===== src/rtl/hib_pkg.sv =====
package hib_pkg;
  typedef enum logic [1:0] {
    ST_ACTIVE  = 2'd0,
    ST_HIBER   = 2'd1,
    ST_RSTHOLD = 2'd2
  } seqState_t;

  typedef struct packed {
    logic cntClr;
    logic cntInc;
  } cntCmd_t;
endpackage


===== src/rtl/hib_datapath.sv =====
module hib_datapath
  import hib_pkg::*;
#(
  parameter int ADDR_W   = 8,
  parameter int DATA_W   = 32,
  parameter int HIB_OFS  = 'h20,
  parameter int FILT_OFS = 'h24,
  parameter int RST_OFS  = 'h28,
  parameter int FIELD_LO = 5,
  parameter int FILT_HI  = 15,
  parameter int RST_HI   = 11
) (
  input  logic              clk,
  input  logic              rstN,
  input  logic              busWr,
  input  logic [ADDR_W-1:0] busAddr,
  input  logic [DATA_W-1:0] busWdata,
  output logic [DATA_W-1:0] busRdata,
  input  cntCmd_t           cmd,
  output logic              hibReq,
  output logic              filtHit,
  output logic              rstHit
);
  localparam int CNT_W = FILT_HI + 1;

  function automatic logic [DATA_W-1:0] fieldMask(input int hi, input int lo);
    logic [DATA_W-1:0] m;
    m = '0;
    for (int i = 0; i < DATA_W; i++)
      if (i >= lo && i <= hi) m[i] = 1'b1;
    return m;
  endfunction

  localparam logic [DATA_W-1:0] FILT_MASK = fieldMask(FILT_HI, FIELD_LO);
  localparam logic [DATA_W-1:0] RST_MASK  = fieldMask(RST_HI, FIELD_LO);

  logic [DATA_W-1:0] filtReg, rstReg;
  logic [CNT_W-1:0]  cnt;

  always_ff @(posedge clk or negedge rstN) begin
    if (!rstN) begin
      filtReg <= '0;
      rstReg  <= '0;
    end else if (busWr) begin
      if (busAddr == ADDR_W'(FILT_OFS)) filtReg <= busWdata & FILT_MASK;
      if (busAddr == ADDR_W'(RST_OFS))  rstReg  <= busWdata & RST_MASK;
    end
  end

  always_comb begin
    busRdata = '0;
    if (busAddr == ADDR_W'(FILT_OFS)) busRdata = filtReg;
    else if (busAddr == ADDR_W'(RST_OFS)) busRdata = rstReg;
  end

  assign hibReq = busWr && (busAddr == ADDR_W'(HIB_OFS)) && busWdata[0];

  always_ff @(posedge clk or negedge rstN) begin
    if (!rstN)            cnt <= '0;
    else if (cmd.cntClr)  cnt <= '0;
    else if (cmd.cntInc)  cnt <= cnt + 1'b1;
  end

  assign filtHit = (DATA_W'(cnt) == filtReg);
  assign rstHit  = (DATA_W'(cnt) == rstReg);


  filt_field_chk: assert property (@(posedge clk) disable iff (!rstN)
    (filtReg & ~FILT_MASK) == '0);

  rst_field_chk: assert property (@(posedge clk) disable iff (!rstN)
    (rstReg & ~RST_MASK) == '0);

  cnt_clr_chk: assert property (@(posedge clk) disable iff (!rstN)
    cmd.cntClr |=> cnt == '0);

  cnt_inc_chk: assert property (@(posedge clk) disable iff (!rstN)
    (cmd.cntInc && !cmd.cntClr) |=> cnt == CNT_W'($past(cnt) + 1'b1));
endmodule


===== src/rtl/hib_ctrl.sv =====
module hib_ctrl
  import hib_pkg::*;
(
  input  logic    clk,
  input  logic    rstN,
  input  logic    hibReq,
  input  logic    filtHit,
  input  logic    rstHit,
  input  logic    wakeN,
  output cntCmd_t cmd,
  output logic    pwrEn,
  output logic    sysRstN
);
  seqState_t state, nxtState;

  always_ff @(posedge clk or negedge rstN) begin
    if (!rstN) state <= ST_ACTIVE;
    else       state <= nxtState;
  end

  always_comb begin
    nxtState = state;
    cmd      = '0;
    unique case (state)
      ST_ACTIVE: begin
        if (hibReq) begin
          nxtState   = ST_HIBER;
          cmd.cntClr = 1'b1;
        end
      end
      ST_HIBER: begin
        if (wakeN) begin
          cmd.cntClr = 1'b1;
        end else if (filtHit) begin
          nxtState   = ST_RSTHOLD;
          cmd.cntClr = 1'b1;
        end else begin
          cmd.cntInc = 1'b1;
        end
      end
      ST_RSTHOLD: begin
        if (rstHit) begin
          nxtState   = ST_ACTIVE;
          cmd.cntClr = 1'b1;
        end else begin
          cmd.cntInc = 1'b1;
        end
      end
      default: nxtState = ST_ACTIVE;
    endcase
  end

  assign pwrEn   = (state != ST_HIBER);
  assign sysRstN = (state != ST_RSTHOLD);


  pwr_drop_chk: assert property (@(posedge clk) disable iff (!rstN)
    $fell(pwrEn) |-> $past(hibReq));

  rst_release_chk: assert property (@(posedge clk) disable iff (!rstN)
    $rose(sysRstN) |-> $past(rstHit));

  pwr_rst_excl_chk: assert property (@(posedge clk) disable iff (!rstN)
    !sysRstN |-> pwrEn);

  hold_hiber_chk: assert property (@(posedge clk) disable iff (!rstN)
    (state == ST_HIBER && wakeN) |=> state == ST_HIBER);
endmodule


===== src/rtl/hib_sequencer.sv =====
module hib_sequencer
  import hib_pkg::*;
#(
  parameter int ADDR_W   = 8,
  parameter int DATA_W   = 32,
  parameter int HIB_OFS  = 'h20,
  parameter int FILT_OFS = 'h24,
  parameter int RST_OFS  = 'h28,
  parameter int FIELD_LO = 5,
  parameter int FILT_HI  = 15,
  parameter int RST_HI   = 11
) (
  input  logic              clk,
  input  logic              rstN,
  input  logic              busWr,
  input  logic [ADDR_W-1:0] busAddr,
  input  logic [DATA_W-1:0] busWdata,
  output logic [DATA_W-1:0] busRdata,
  input  logic              wakeN,
  output logic              pwrEn,
  output logic              sysRstN
);
  cntCmd_t cmd;
  logic    hibReq, filtHit, rstHit;

  hib_datapath #(
    .ADDR_W(ADDR_W), .DATA_W(DATA_W), .HIB_OFS(HIB_OFS), .FILT_OFS(FILT_OFS),
    .RST_OFS(RST_OFS), .FIELD_LO(FIELD_LO), .FILT_HI(FILT_HI), .RST_HI(RST_HI)
  ) uDp (
    .clk(clk), .rstN(rstN), .busWr(busWr), .busAddr(busAddr),
    .busWdata(busWdata), .busRdata(busRdata), .cmd(cmd),
    .hibReq(hibReq), .filtHit(filtHit), .rstHit(rstHit)
  );

  hib_ctrl uCtrl (
    .clk(clk), .rstN(rstN), .hibReq(hibReq), .filtHit(filtHit),
    .rstHit(rstHit), .wakeN(wakeN), .cmd(cmd), .pwrEn(pwrEn),
    .sysRstN(sysRstN)
  );
endmodule


===== config.mk =====
export PLATFORM = sky130hd
export DESIGN_NAME = hib_sequencer
export DESIGN_NICKNAME = d
export VERILOG_FILES = /design/src/rtl/hib_pkg.sv /design/src/rtl/hib_datapath.sv /design/src/rtl/hib_ctrl.sv /design/src/rtl/hib_sequencer.sv
export SDC_FILE = /design/constraint.sdc
export NUM_CORES = 1
export LEC_CHECK = 0
export BUFFER_PORTS_ARGS = -buffer_cell sky130_fd_sc_hd__buf_2
export CAP_MARGIN = 20
export CORE_ASPECT_RATIO = 1.1
export CORE_MARGIN = 2
export CORE_UTILIZATION = 53
export CTS_BUF_LIST = sky130_fd_sc_hd__clkbuf_2 sky130_fd_sc_hd__clkbuf_4 sky130_fd_sc_hd__clkbuf_8
export CTS_CLUSTER_SIZE = 20
export DETAILED_ROUTE_END_ITERATION = 16
export PLACE_DENSITY = 0.93
export SETUP_SLACK_MARGIN = 0.1
export SLEW_MARGIN = 20
export SYNTH_ARGS = -nofsm -noshare
export SYNTH_HDL_FRONTEND = slang
export SYNTH_SLANG_ARGS = --single-unit

===== constraint.sdc =====
create_clock -name clk -period 2.8 [get_ports clk]
set_input_delay 0.28 -clock clk [delete_from_list [all_inputs] [get_ports clk]]
set_output_delay 0.28 -clock clk [all_outputs]
set_load 0.01 [all_outputs]

Word-level counts from Yosys, hierarchy flattened. Index checks and enable logic that the tools add are counted.

Register bits after elaboration: 36. Input port bits: 44. Output and inout port bits: 34. Logic and storage cells: 43.

$add $sub $neg: 1. Equal/unequal tests: 13. Mux-type cells: 18. Reductions and logical operators: 7.

Operators by type and width (number): $mux 16 (2); $mux 32 (1); $eq 8x6->1 const B (3); $add 16x1->16 const B (1); $eq 16x12->1 (1); $eq 16x16->1 (1); $mux 12 (1); $ne 2x2->1 const B (5); $mux 2 (4); $mux 1 (7); $pmux 2 s3 (1); $reduce_and 2->1 (2); $reduce_and 4->1 (1); $pmux 1 s3 (1); $eq 2x1->1 const B (1); $eq 2x2->1 const B (1); $logic_and 1x1->1 (2); $logic_not 2->1 (1); $ne 2x1->1 const B (1); $pmux 1 s2 (1); $reduce_bool 2->1 (1).

Logic depth before layout (Yosys ltp). Gate-level depths: netlist of the first run.

Depth after elaboration: 6. Mapped depth: 9. Gate-level depth less buffers: 8.

Hierarchy. Synthesis of the first run repeated with hierarchy kept, for this count alone.

Cell total of the unflattened synthesis: 230. Area, all modules: 2313.5 µm².

Modules (own cells, without submodules): hib_datapath (instances 1, cells an instance 205, area an instance 2082.0 µm², sequential area each 850.8 µm²); hib_ctrl (instances 1, cells an instance 25, area an instance 231.5 µm², sequential area each 50.0 µm²).

Least setup slack after synthesis of the first run. OpenSTA, ideal clock, no wires.

Path type: register to register. From: reg uDp.cnt[0]. To: reg uDp.cnt[10]. Setup time: 0.111 ns. Arrival: 2.169 ns. Required time: 2.689 ns. Slack: 0.520 ns. Stages on the path, launching flop included: 10. Buffers on the path: 1. Clock period less this slack: 2.280 ns. Cell sequence: dfrtp_1 inv_1 ha_1 nor4b_4 nand4_1 o311a_2 o21ai_2 buf_6 nor2_4 a2111oi_2.

Cells in the longest elaborated chain, start to end: 5. Elaborated cells between the ends (all ways): 14. Those cells by class: 1 x add/sub; 2 x eq/ne; 10 x mux; 1 x reduce/logical.

RTL lines: start: declaration (RTL line hib_datapath.sv:38) `logic [CNT_W-1:0] cnt;`; start signal: assignment (RTL line hib_datapath.sv:61) `else if (cmd.cntInc) cnt <= cnt + 1'b1;`; parallel branches: the longest is 5 deep, another holds $add 16x1->16.

Parallel ways; which one is timed is not known. The select of a mux whose other input is x is not followed. A chain may end at the register's enable or synchronous reset.

Final worst setup path of the first run. Ends and elaborated chain as after synthesis.

==> results of run 1 <==
layout by cell type (no fill, tap or decap), drive strengths merged, types with 6 or more instances in the layout:
cell type | Yosys | routed
xor2 | 12 | 12
a22o | 7 | 7
inv | 8 | 8
dfrtp | 36 | 36
xnor2 | 12 | 12
a21oi | 14 | 14
clkbuf | 3 | 8
ha | 6 | 6
mux2 | 18 | 18
conb | 1 | 21
buf | 27 | 40
nand3 | 6 | 6
nand2 | 8 | 8
nor2 | 12 | 12
and3 | 6 | 6
stage by stage:
step	setup slack [ps]	total power, mW
after floorplan	519.8	0.6410
after global placement	401.5	0.6579
after detailed placement	318.6	0.6654
after CTS	287.6	1.059
after global routing	188.6	1.093
final	299.6	1.063
synth_stat cells (2+ instances only):
cell	n
sky130_fd_sc_hd__nor4_1	4
sky130_fd_sc_hd__o2111ai_1	5
sky130_fd_sc_hd__buf_12	2
sky130_fd_sc_hd__clkbuf_1	2
sky130_fd_sc_hd__o41ai_1	2
sky130_fd_sc_hd__mux2_2	18
sky130_fd_sc_hd__and3_1	2
sky130_fd_sc_hd__or4b_2	2
sky130_fd_sc_hd__and2_1	4
sky130_fd_sc_hd__ha_1	6
sky130_fd_sc_hd__buf_6	2
sky130_fd_sc_hd__inv_1	8
sky130_fd_sc_hd__nand3_1	6
sky130_fd_sc_hd__xor2_1	12
sky130_fd_sc_hd__a22o_1	7
sky130_fd_sc_hd__o31ai_1	3
sky130_fd_sc_hd__a21oi_1	14
sky130_fd_sc_hd__or4_2	2
sky130_fd_sc_hd__dfrtp_1	36
sky130_fd_sc_hd__and3_2	4
sky130_fd_sc_hd__o21ai_0	2
sky130_fd_sc_hd__xnor2_1	12
sky130_fd_sc_hd__nand4_1	4
sky130_fd_sc_hd__buf_4	21
sky130_fd_sc_hd__nand2_1	8
sky130_fd_sc_hd__a2111oi_2	2
sky130_fd_sc_hd__nor2_1	11
cell type report:
type,count,area (sq um),share of cell area
multi-input cells,171,1299,0.4986
repair buffers,40,210.2,0.08069
inverters,8,30.03,0.01153
flip-flops and latches,36,900.9,0.3458
clock buffers,8,97.59,0.03746
well taps,54,67.56,0.02594
worst register-to-register path, delay by kind of cell, from the launching register on:
| kind | cells | cell delay, ps |
|---|---|---|
| AO/OA/AOI/OAI | 3 | 1120 |
| AND/OR/NAND/NOR | 3 | 630 |
| flip-flops | 1 | 410 |
| adder cells (fa/ha/maj) | 1 | 150 |
| buffers and inverters | 1 | 80 |
registers in the layout (all words and copies together) (netlist names):
signal and flops:
uDp.filtReg 11, uDp.rstReg 7, uCtrl.state 2, uDp.cnt 16
metal layers:
metal / global-route usage / vias up / routed length, microns
li1: - / 839 / -
met3: 0.02840 / 18 / 227
met2: 0.3536 / 74 / 2752
met4: 0.1311 / 0 / 161
met1: 0.2391 / 918 / 1851
met5: 0 / - / 0
logic make-up after synthesis:
logic type               Yosys count  share of synthesized area
flip-flops                        36                     0.3727
AND/OR/NAND/NOR                   58                     0.1573
XOR/XNOR                          24                    0.08696
AO/OA/AOI/OAI                     43                     0.1413
multiplexers                      19                    0.08799
buffers and inverters             39                     0.1211
other                              1                   0.001551
adder cells (fa/ha/maj)            6                    0.03106
worst max path at each step:
stage	depth (start not counted)	slack, ps	endpoint	start
final	8	300	uDp.cnt[10]$_DFFE_PN0P_	uDp.cnt[0]$_DFFE_PN0P_
after global placement	8	400	uDp.cnt[8]$_DFFE_PN0P_	uDp.cnt[0]$_DFFE_PN0P_
after floorplan	9	520	uDp.cnt[10]$_DFFE_PN0P_	uDp.cnt[0]$_DFFE_PN0P_
after detailed placement	8	320	uDp.cnt[10]$_DFFE_PN0P_	uDp.cnt[0]$_DFFE_PN0P_
after CTS	8	290	uDp.cnt[10]$_DFFE_PN0P_	uDp.cnt[0]$_DFFE_PN0P_
after global routing	8	190	uDp.cnt[8]$_DFFE_PN0P_	uDp.cnt[0]$_DFFE_PN0P_
report_power, final:
part | internal [mW] | leakage, nW | switching (mW)
sequential | 0.533 | 0.500 | 0.0131
combinational | 0.0430 | 0.714 | 0.0667
clock | 0.220 | 0.0523 | 0.187
total | 0.796 | 1.27 | 0.267
==> impl_table.tex, run 1 <==
\begin{tabular}{lr}
\hline
Metric & Value \\
\hline
\multicolumn{2}{l}{\textbf{Outcome}} \\
Outcome & finished, final reports clean \\
\multicolumn{2}{l}{\textbf{Synthesis}} \\
Netlist area before placement & 2417 sq um \\
Cells after synthesis & 226 \\
Register bit count reported by yosys & 36 \\
Share of async-settable or async-resettable flops after synthesis & 1.000 \\
Ys Warns & 0 \\
Average instance area after synthesis & 10.70 sq um \\
Ranking of synthesized cells by area & sky130\_fd\_sc\_hd\_\_dfrtp\_1 37\%, sky130\_fd\_sc\_hd\_\_mux2\_2 8.4\%, sky130\_fd\_sc\_hd\_\_buf\_4 6.5\%, sky130\_fd\_sc\_hd\_\_xnor2\_1 4.3\%, sky130\_fd\_sc\_hd\_\_xor2\_1 4.3\% \\
Sequential-to-total area share from yosys stat & 0.3727 \\
Cell variety after synth & 52 \\
Most used flip-flop cell after synthesis & sky130\_fd\_sc\_hd\_\_dfrtp\_1 \\
Top-area cell type share of the netlist area & 0.3727 \\
Number of synthesized flops with an enable pin & 0 \\
Dominant cell type by area after synthesis & sky130\_fd\_sc\_hd\_\_dfrtp\_1 \\
\multicolumn{2}{l}{\textbf{Finish}} \\
Final Util & 0.5991 \\
Layout cells sized above 1 & 0.3308 \\
Layout area overhead & 7.764\% \\
Finished layout cell area & 2605 sq um \\
Fin cells & 317 \\
Number of inserted diodes & 0 \\
Fill cell total of the finished layout & 343 \\
Final \#Nets & 312 \\
\multicolumn{2}{l}{\textbf{Worst setup path}} \\
Crit-path leading delay family & compound AO/OA/AOI/OAI gates \\
Combined buffer and inverter count along the critical path & 1 \\
Cell breakdown of the critical path & inv\_1 -> ha\_1 -> nor4b\_4 -> nand4\_1 -> o311a\_2 -> o21ai\_2 -> nor2\_4 -> a2111oi\_2 \\
Startpoint kind of the worst setup timing path & flip-flop \\
Worst EP required & 2980 ps \\
Reg2reg setup slack & 300 ps \\
FF-to-FF path depth & 8 \\
Slowest stage delay, CP & 530 ps \\
Critical path class & flip-flop to flip-flop \\
Highest fanout seen on the critical path & 8 \\
Endpoint type of the worst setup path & flip-flop \\
R2r endpoint & uDp.cnt[10]\$\_DFFE\_PN0P\_ \\
Data arrival at the endpoint of the critical path & 2680 ps \\
Slowest-stage cell, CP & sky130\_fd\_sc\_hd\_\_o311a\_2 \\
Launch instance of the worst register-to-register path & uDp.cnt[0]\$\_DFFE\_PN0P\_ \\
\multicolumn{2}{l}{\textbf{Place}} \\
Dpl cells & 309 \\
Half-perimeter wire length after detailed placement & 3.812 mm \\
Routability cong. & 0.8006 \\
Instance area after placement & 2507 sq um \\
Number of I/O port buffers & 36 \\
\multicolumn{2}{l}{\textbf{Routing}} \\
Wire per inst & 15.75 microns \\
First-pass iteration count of the detailed router & 4 \\
DR vias & 1849 \\
Final routed wirelength across all metal layers & 4.993 mm \\
Initial drt markers & 71 \\
Final ANT Viol Nets & 0 \\
Number of remaining DRC errors & 0 \\
Via-to-Cell Ratio & 5.833 \\
\multicolumn{2}{l}{\textbf{Timing}} \\
Final worst clock skew & 6.519 ps \\
Time the final worst path needs with I/O delays and setup & 2500 ps \\
Final setup violating endpoints & 0 \\
Max-Slew Margin vs Limit & 0.4678 \\
Setup repair after global routing missed its margin & no \\
Hold slack final & 64.55 ps \\
Worst Tran Pin Value & 798.3 ps \\
Final worst-path cycle share & 0.8930 \\
Final Max Slew Viols & 0 \\
Setup TNS after final layout & 0 ps \\
Achievable frequency & 399.9 MHz \\
Final-report hold violation count & 0 \\
\multicolumn{2}{l}{\textbf{Power and ir drop}} \\
Maximum VDD drop & 0.3593 mV \\
Leakage power summed over all cells & 1.266 nW \\
Total power per unit cell area & 408.1 nW/um\^{}2 \\
\multicolumn{2}{l}{\textbf{Floorplanning}} \\
Y dimension of the die & 74.83 microns \\
Number of rows created at floorplan & 25 \\
Floorplan die area & 5118 sq um \\
Number of primary I/O pins & 78 \\
Initial cell density of the core & 0.5560 \\
Horizontal die dimension & 68.39 microns \\
CORE AREA & 4348 sq um \\
\multicolumn{2}{l}{\textbf{Global routing}} \\
Overall Global Routing Usage & 0.2060 \\
Grt ovf & 0 \\
Via count of the first global-routing pass & 1732 \\
Antenna violations before repair & 0 \\
First-pass GRT wire length & 7.769 mm \\
Maximum number of pins on one net before global-route repair & 37 \\
\multicolumn{2}{l}{\textbf{CTS}} \\
TritonCTS clock tree & built \\
CTS Root Cell & sky130\_fd\_sc\_hd\_\_clkbuf\_8 \\
Number of buffers inserted during clock tree synthesis & 5 \\
Count of cells resized by post-cts repair & 0 \\
Number of hold buffers added after cts & 0 \\
Largest buffer count on any clock path & 2 \\
Post-CTS setup buffer count & 0 \\
Clock latency of the later-clocked register in the worst-skew pair & 300 ps \\
H-Tree Depth & 2 \\
Clock transition at the register clock pins on the worst setup and hold paths after CTS & 70 ps \\
Clock Sinks & 36 \\
\multicolumn{2}{l}{\textbf{Min path}} \\
Hold/Removal Path Class & primary input to async pin \\
\multicolumn{2}{l}{\textbf{Flow run}} \\
Max-cap violations & 0 \\
\hline
\end{tabular}
No activity file was read; power rests on OpenSTA's default activity.
==> run 2: changes to the inputs <==
Settings changed: CORE_UTILIZATION 53 to 52, PLACE_DENSITY 0.93 to 0.92, SYNTH_HIERARCHICAL set to 1.
==> run 2 against run 1 <==
- final area up 9.5%
- register-to-register slack got worse by 200 ps
- combinational power grew to 6.1 times the previous value
==> impl_table.tex, run 2 <==
\begin{tabular}{lr}
\hline
Metric & Value \\
\hline
\multicolumn{2}{l}{\textbf{Worst setup path}} \\
Crit-path leading delay family & buffers and inverters \\
Startpoint kind of the worst setup timing path & flip-flop \\
Highest fanout seen on the critical path & 3 (-5) \\
R2r endpoint & uDp/cnt[12]\$\_DFFE\_PN0P\_ \\
Slowest-stage cell, CP & sky130\_fd\_sc\_hd\_\_dfrtp\_1 \\
Data arrival at the endpoint of the critical path & 2880 ps (+200 ps) \\
Slowest stage delay, CP & 390 ps (-140 ps) \\
Reg2reg setup slack & 100 ps (-200 ps) \\
Cell breakdown of the critical path & inv\_2 -> ha\_4 -> nor4b\_4 -> buf\_4 -> nand4\_1 -> nor4\_2 -> buf\_4 -> a22oi\_1 -> a21oi\_1 -> buf\_4 -> o211ai\_1 -> buf\_4 -> nor4\_2 -> xnor2\_1 -> nor2\_1 \\
Crit-path most repeated cell & sky130\_fd\_sc\_hd\_\_buf\_4 \\
Worst EP required & 2980 ps (about the same) \\
Critical path class & flip-flop to flip-flop \\
FF-to-FF path depth & 15 (+7) \\
Combined buffer and inverter count along the critical path & 5 (+4) \\
Endpoint type of the worst setup path & flip-flop \\
Launch instance of the worst register-to-register path & uDp/cnt[0]\$\_DFFE\_PN0P\_ \\
\multicolumn{2}{l}{\textbf{Finish}} \\
Top Registers & uDp/cnt (16), uDp/filtReg (11), uDp/rstReg (7) \\
Final \#Nets & 342 (+9.6\%) \\
Layout area overhead & 23.31\% \\
Layout cells sized above 1 & 0.3862 (+0.05541) \\
Finished layout cell area & 2853 sq um (+9.5\%) \\
Final Util & 0.6657 (+0.06656) \\
Fin cells & 344 (+8.5\%) \\
Highest-count cells in the layout ignoring fill and taps & 36 x sky130\_fd\_sc\_hd\_\_buf\_2, 36 x sky130\_fd\_sc\_hd\_\_dfrtp\_1, 28 x sky130\_fd\_sc\_hd\_\_buf\_4 \\
Number of inserted diodes & 0 (unchanged) \\
Number of flip-flops in the largest register & 16 (unchanged) \\
Largest register by flop count & uDp/cnt \\
\multicolumn{2}{l}{\textbf{Place}} \\
Number of I/O port buffers & 36 (unchanged) \\
Instance area after placement & 2595 sq um (+3.5\%) \\
Half-perimeter wire length after detailed placement & 3.593 mm (-5.8\%) \\
Dpl cells & 329 (+6.5\%) \\
Routability cong. & 0.7979 (-0.34\%) \\
\multicolumn{2}{l}{\textbf{Synthesis}} \\
Register bit count reported by yosys & 36 (unchanged) \\
Sequential-to-total area share from yosys stat & 0.3894 (+0.01673) \\
Average instance area after synthesis & 10.06 sq um (-6.0\%) \\
Number of synthesized flops with an enable pin & 0 (unchanged) \\
Most frequent cells after synthesis & 36 x sky130\_fd\_sc\_hd\_\_dfrtp\_1, 26 x sky130\_fd\_sc\_hd\_\_nor2\_1, 26 x sky130\_fd\_sc\_hd\_\_xnor2\_1, 21 x sky130\_fd\_sc\_hd\_\_buf\_4, 11 x sky130\_fd\_sc\_hd\_\_inv\_1 \\
Cells after synthesis & 230 (+1.8\%) \\
Top-area cell type share of the netlist area & 0.3894 (+0.01673) \\
Most used flip-flop cell after synthesis & sky130\_fd\_sc\_hd\_\_dfrtp\_1 \\
Dominant cell type by area after synthesis & sky130\_fd\_sc\_hd\_\_dfrtp\_1 \\
Cell variety after synth & 38 (-27\%) \\
Ranking of synthesized cells by area & sky130\_fd\_sc\_hd\_\_dfrtp\_1 39\%, sky130\_fd\_sc\_hd\_\_xnor2\_1 9.8\%, sky130\_fd\_sc\_hd\_\_buf\_4 6.8\%, sky130\_fd\_sc\_hd\_\_mux2\_4 6.5\%, sky130\_fd\_sc\_hd\_\_mux2\_2 4.4\% \\
Most common cell in the synthesized netlist & sky130\_fd\_sc\_hd\_\_dfrtp\_1 \\
Share of async-settable or async-resettable flops after synthesis & 1.000 (unchanged) \\
Ys Warns & 6 (+6) \\
Netlist area before placement & 2313 sq um (-4.3\%) \\
\multicolumn{2}{l}{\textbf{Outcome}} \\
Outcome & finished, final reports clean \\
\multicolumn{2}{l}{\textbf{CTS}} \\
Largest buffer count on any clock path & 2 (unchanged) \\
CTS Root Cell & sky130\_fd\_sc\_hd\_\_clkbuf\_8 \\
Clock Sinks & 36 (unchanged) \\
Number of hold buffers added after cts & 0 (unchanged) \\
Number of buffers inserted during clock tree synthesis & 5 (unchanged) \\
Clock latency of the later-clocked register in the worst-skew pair & 290 ps (about the same) \\
H-Tree Depth & 2 (unchanged) \\
Clock transition at the register clock pins on the worst setup and hold paths after CTS & 70 ps (about the same) \\
TritonCTS clock tree & built \\
\multicolumn{2}{l}{\textbf{Min path}} \\
Hold/Removal Path Class & primary input to async pin \\
\multicolumn{2}{l}{\textbf{Global routing}} \\
Via count of the first global-routing pass & 1852 (+6.9\%) \\
Maximum number of pins on one net before global-route repair & 37 (unchanged) \\
Antenna violations before repair & 0 (unchanged) \\
Grt ovf & 0 (unchanged) \\
First-pass GRT wire length & 8.162 mm (+5.1\%) \\
Overall Global Routing Usage & 0.2182 (+0.01225) \\
\multicolumn{2}{l}{\textbf{Routing}} \\
Final ANT Viol Nets & 0 (unchanged) \\
Wire per inst & 15.85 microns (+0.60\%) \\
DR vias & 1893 (+2.4\%) \\
Initial drt markers & 135 (+90\%) \\
Via-to-Cell Ratio & 5.503 (-5.7\%) \\
First-pass iteration count of the detailed router & 4 (unchanged) \\
Final routed wirelength across all metal layers & 5.451 mm (+9.2\%) \\
Number of remaining DRC errors & 0 (unchanged) \\
\multicolumn{2}{l}{\textbf{Timing}} \\
Max-Slew Margin vs Limit & 0.4508 (-0.01705) \\
Final worst clock skew & 8.437 ps (+1.919 ps) \\
Final worst-path cycle share & 0.9648 (+0.07178) \\
Final setup violating endpoints & 0 (unchanged) \\
Final Max Slew Viols & 0 (unchanged) \\
Setup repair after global routing missed its margin & yes \\
Achievable frequency & 370.2 MHz (-7.4\%) \\
Hold slack final & 80.70 ps (+16.15 ps) \\
Final-report hold violation count & 0 (unchanged) \\
Time the final worst path needs with I/O delays and setup & 2701 ps (+201.0 ps) \\
Worst Tran Pin Value & 823.9 ps (+25.58 ps) \\
\multicolumn{2}{l}{\textbf{Floorplanning}} \\
Number of primary I/O pins & 78 (unchanged) \\
Floorplan die area & 4999 sq um (-2.3\%) \\
Y dimension of the die & 73.96 microns (-1.2\%) \\
CORE AREA & 4285 sq um (-1.4\%) \\
Horizontal die dimension & 67.60 microns (-1.2\%) \\
Initial cell density of the core & 0.5399 (-0.01612) \\
Number of rows created at floorplan & 25 (unchanged) \\
\multicolumn{2}{l}{\textbf{Flow run}} \\
Max-cap violations & 0 (unchanged) \\
\multicolumn{2}{l}{\textbf{Power and ir drop}} \\
Total power & 1.616 mW (+52\%) \\
Maximum VDD drop & 0.2508 mV (-30\%) \\
Leakage power summed over all cells & 1.397 nW (+10\%) \\
Total power per unit cell area & 566.3 nW/um\^{}2 (+39\%) \\
\hline
\end{tabular}
-- run 2: changes by cell type in the layout (fill, tap and decap cells not counted), moves of 8 or more --
cell,delta
sky130_fd_sc_hd__a21oi_1,-11
sky130_fd_sc_hd__a22oi_1,+8
sky130_fd_sc_hd__buf_4,+24
sky130_fd_sc_hd__mux2_2,-9
sky130_fd_sc_hd__mux2_4,+10
sky130_fd_sc_hd__nor2_1,+14
sky130_fd_sc_hd__xnor2_1,+14
sky130_fd_sc_hd__xor2_1,-8
-- run 2: metal layers --
metal | track usage | wire length (microns) | up-vias
met5 | 0 | 0 | -
met4 | 0.1088 | 193 | 0
li1 | - | - | 860
met1 | 0.2463 | 2063 | 931
met2 | 0.3900 | 2900 | 85
met3 | 0.04085 | 294 | 17
-- run 2: power breakdown --
| part | leakage (nW) | switching [mW] | internal (mW) | total [mW] |
|---|---|---|---|---|
| Sequential | 0.496 | 0.0364 | 0.556 | 0.592 |
| Combinational | 0.857 | 0.345 | 0.322 | 0.667 |
| Clock | 0.0445 | 0.178 | 0.179 | 0.356 |
-- run 2: what timing repair did --
action | 4_1_cts | 5_1_grt
hold endpoints to repair | 0 | 0
pin swaps | 3 | 7
buffers inserted | 3 | 5
setup endpoints to repair | 13 | 13
gates resized for setup | 6 | 16
-- run 2: final cells by class --
class	instances	area (sq um)
Tap cell	54	67.56
Multi-Input combinational cell	172	1371
Sequential cell	36	900.9
Timing Repair Buffer	64	390.4
Fill cell	304	1433
Clock buffer	6	76.32
Clock inverter	1	5.005
Inverter	11	41.29
-- run 2: logic make-up after synthesis --
group / Yosys count / synth area share
xor+xnor: 30 / 0.1136
mux: 21 / 0.1179
fa+ha+maj: 8 / 0.04327
simple gates: 72 / 0.1677
other cells: 1 / 0.001621
compound gates: 20 / 0.06058
buf+inv: 42 / 0.1060
flops: 36 / 0.3894
-- run 2: how the worst max path moves through the flow --
stage                                 startpoint                 endpoint  slack, ps  depth (start not counted)
after floorplan           uDp/cnt[0]$_DFFE_PN0P_  uDp/cnt[15]$_DFFE_PN0P_        150                         12
after global placement    uDp/cnt[0]$_DFFE_PN0P_  uDp/cnt[15]$_DFFE_PN0P_         60                         13
after detailed placement  uDp/cnt[0]$_DFFE_PN0P_  uDp/cnt[15]$_DFFE_PN0P_       -110                         13
after CTS                 uDp/cnt[0]$_DFFE_PN0P_   uDp/cnt[5]$_DFFE_PN0P_        110                         13
after global routing      uDp/cnt[0]$_DFFE_PN0P_  uDp/cnt[12]$_DFFE_PN0P_        -40                         15
final                     uDp/cnt[0]$_DFFE_PN0P_  uDp/cnt[12]$_DFFE_PN0P_        100                         15
-- run 2: per-stage QoR --
step	setup TNS, ps	setup WS, ps
2_1_floorplan	0	145.5
3_3_place_gp	0	58.80
3_5_place_dp	-177.2	-111.7
4_1_cts	0	106.8
5_1_grt	-65.99	-35.36
6_report	0	98.65
==> run 3: changes to the inputs <==
Settings changed: ABC_AREA set to 0, SETUP_SLACK_MARGIN 0.1 to 0.05.
==> run 3 against run 2 <==
- the flow now finishes with violations (negative setup slack)
- critical path type unchanged
- utilization shrank 0.18 points
- register-to-register slack worse by 170 ps
- routed wire length rose by 3.8%
- first-iteration DRC count down 50%
- final area decreased by 0.26%
==> impl_table.tex, run 3 (same netlist as run 2, synthesis figures left out) <==
\begin{tabular}{lr}
\hline
Metric & Value \\
\hline
\multicolumn{2}{l}{\textbf{Timing}} \\
Post-layout worst setup margin & -70.58 ps (-169.2 ps) \\
Setup TNS after final layout & -81.41 ps (-81.41 ps) \\
Setup repair after global routing missed its margin & yes \\
Max-Slew Margin vs Limit & 0.4756 (+0.02482) \\
Final-report hold violation count & 0 (unchanged) \\
Hold slack final & 71.02 ps (-9.681 ps) \\
Final Max Slew Viols & 0 (unchanged) \\
Final setup violating endpoints & 3 (+3) \\
Achievable frequency & 348.4 MHz (-5.9\%) \\
Final worst clock skew & 4.305 ps (-4.132 ps) \\
Time the final worst path needs with I/O delays and setup & 2871 ps (+169.2 ps) \\
Final worst-path cycle share & 1.025 (+0.06044) \\
Worst Tran Pin Value & 786.6 ps (-37.23 ps) \\
\multicolumn{2}{l}{\textbf{Routing}} \\
First-pass iteration count of the detailed router & 5 (+1) \\
Via-to-Cell Ratio & 5.376 (-2.3\%) \\
Number of remaining DRC errors & 0 (unchanged) \\
Wire per inst & 16.35 microns (+3.2\%) \\
Final routed wirelength across all metal layers & 5.656 mm (+3.8\%) \\
DR vias & 1860 (-1.7\%) \\
Final ANT Viol Nets & 0 (unchanged) \\
Initial drt markers & 68 (-50\%) \\
\multicolumn{2}{l}{\textbf{Worst setup path}} \\
Critical path class & flip-flop to flip-flop \\
Launch instance of the worst register-to-register path & uDp/cnt[0]\$\_DFFE\_PN0P\_ \\
Data arrival at the endpoint of the critical path & 3040 ps (+160 ps) \\
FF-to-FF path depth & 14 (-1) \\
Highest fanout seen on the critical path & 5 (+2) \\
Worst EP required & 2960 ps (-20 ps) \\
Slowest stage delay, CP & 380 ps (about the same) \\
Slowest-stage cell, CP & sky130\_fd\_sc\_hd\_\_dfrtp\_1 \\
Crit-path most repeated cell & sky130\_fd\_sc\_hd\_\_buf\_4 \\
Crit-path leading delay family & simple AND/OR/NAND/NOR gates \\
Startpoint kind of the worst setup timing path & flip-flop \\
Cell breakdown of the critical path & inv\_1 -> ha\_2 -> nor4b\_2 -> buf\_4 -> nand3\_4 -> nor4\_4 -> buf\_4 -> or3\_4 -> a21boi\_4 -> o211ai\_1 -> buf\_4 -> nor3\_4 -> xnor2\_1 -> nor2\_1 \\
Endpoint type of the worst setup path & flip-flop \\
Combined buffer and inverter count along the critical path & 4 (-1) \\
Reg2reg setup slack & -70 ps (-170 ps) \\
R2r endpoint & uDp/cnt[8]\$\_DFFE\_PN0P\_ \\
\multicolumn{2}{l}{\textbf{Finish}} \\
Final \#Nets & 343 (+0.29\%) \\
Layout cells sized above 1 & 0.3767 (-0.009495) \\
Number of flip-flops in the largest register & 16 (unchanged) \\
Number of inserted diodes & 0 (unchanged) \\
Largest register by flop count & uDp/cnt \\
Highest-count cells in the layout ignoring fill and taps & 36 x sky130\_fd\_sc\_hd\_\_buf\_2, 36 x sky130\_fd\_sc\_hd\_\_dfrtp\_1, 29 x sky130\_fd\_sc\_hd\_\_buf\_4 \\
Top Registers & uDp/cnt (16), uDp/filtReg (11), uDp/rstReg (7) \\
Layout area overhead & 22.99\% \\
\multicolumn{2}{l}{\textbf{CTS}} \\
H-Tree Depth & 2 (unchanged) \\
Clock Sinks & 36 (unchanged) \\
Clock latency of the later-clocked register in the worst-skew pair & 290 ps (about the same) \\
Largest buffer count on any clock path & 2 (unchanged) \\
CTS Root Cell & sky130\_fd\_sc\_hd\_\_clkbuf\_8 \\
Number of hold buffers added after cts & 0 (unchanged) \\
TritonCTS clock tree & built \\
Clock transition at the register clock pins on the worst setup and hold paths after CTS & 70 ps (about the same) \\
Number of buffers inserted during clock tree synthesis & 5 (unchanged) \\
\multicolumn{2}{l}{\textbf{Floorplanning}} \\
Horizontal die dimension & 67.60 microns (unchanged) \\
CORE AREA & 4285 sq um (unchanged) \\
Initial cell density of the core & 0.5399 (unchanged) \\
Floorplan die area & 4999 sq um (unchanged) \\
Number of rows created at floorplan & 25 (unchanged) \\
Y dimension of the die & 73.96 microns (unchanged) \\
Number of primary I/O pins & 78 (unchanged) \\
\multicolumn{2}{l}{\textbf{Global routing}} \\
First-pass GRT wire length & 8.873 mm (+8.7\%) \\
Via count of the first global-routing pass & 1887 (+1.9\%) \\
Antenna violations before repair & 0 (unchanged) \\
Overall Global Routing Usage & 0.2423 (+0.02411) \\
Grt ovf & 0 (unchanged) \\
Maximum number of pins on one net before global-route repair & 37 (unchanged) \\
\multicolumn{2}{l}{\textbf{Outcome}} \\
Failing checks & negative setup slack \\
Outcome & finished with violations \\
\multicolumn{2}{l}{\textbf{Power and ir drop}} \\
Maximum VDD drop & 0.2781 mV (+11\%) \\
Leakage power summed over all cells & 1.400 nW (+0.16\%) \\
Total power & 1.662 mW (+2.8\%) \\
Total power per unit cell area & 584.0 nW/um\^{}2 (+3.1\%) \\
\multicolumn{2}{l}{\textbf{Place}} \\
Half-perimeter wire length after detailed placement & 3.946 mm (+9.8\%) \\
Number of I/O port buffers & 36 (unchanged) \\
Routability cong. & 0.9489 (+19\%) \\
\multicolumn{2}{l}{\textbf{Min path}} \\
Hold/Removal Path Class & primary input to async pin \\
\multicolumn{2}{l}{\textbf{Flow run}} \\
Max-cap violations & 0 (unchanged) \\
\hline
\end{tabular}
-- run 3: per-stage QoR --
stage               utilization  std cells  instance area (sq um)  setup WS [ps]
floorplan                     -        250                   2396          90.89
global placement         0.6076        331                   2604         -48.29
detailed placement       0.6076        331                   2604         -162.0
CTS                      0.6388        341                   2738          54.20
global route             0.6639        346                   2845         -203.3
finish                   0.6639        346                   2845         -70.58
-- run 3: timing repair --
action                                  in CTS  in global routing
gates resized for setup                      5                 13
endpoints found under the setup margin      11                 12
setup buffers                                2                  5
pin swaps                                    2                 13
gates cloned                                 0                  0
-- run 3: worst max-delay path by stage --
stage | cells after the start | start | to | slack [ps]
after floorplan | 12 | uDp/cnt[0]$_DFFE_PN0P_ | uDp/cnt[15]$_DFFE_PN0P_ | 90
after detailed placement | 14 | uDp/cnt[0]$_DFFE_PN0P_ | uDp/cnt[8]$_DFFE_PN0P_ | -160
after CTS | 13 | uDp/cnt[0]$_DFFE_PN0P_ | uDp/cnt[6]$_DFFE_PN0P_ | 50
after global placement | 13 | uDp/cnt[0]$_DFFE_PN0P_ | uDp/cnt[6]$_DFFE_PN0P_ | -50
final | 14 | uDp/cnt[0]$_DFFE_PN0P_ | uDp/cnt[8]$_DFFE_PN0P_ | -70
after global routing | 14 | uDp/cnt[1]$_DFFE_PN0P_ | uDp/cnt[8]$_DFFE_PN0P_ | -200
-- run 3: layout make-up --
type,count,area (sq um)
fillers,324,1440
inverters,11,41.29
flip-flops and latches,36,900.9
repair buffers,65,397.9
well taps,54,67.56
multi-input cells,172,1340
clock buffers,8,97.59
-- run 3: power by group --
part           internal (mW)  leakage [nW]  switching [mW]
Clock                  0.220        0.0523           0.176
Sequential             0.556         0.496          0.0353
Combinational          0.328         0.851           0.347
-- run 3: routing by layer --
layer / global-route usage / vias up / wire [microns]
met5: 0 / - / 0
met4: 0.1066 / 0 / 172
met3: 0.05900 / 12 / 265
met2: 0.4336 / 62 / 3018
met1: 0.2707 / 923 / 2200
li1: - / 863 / -
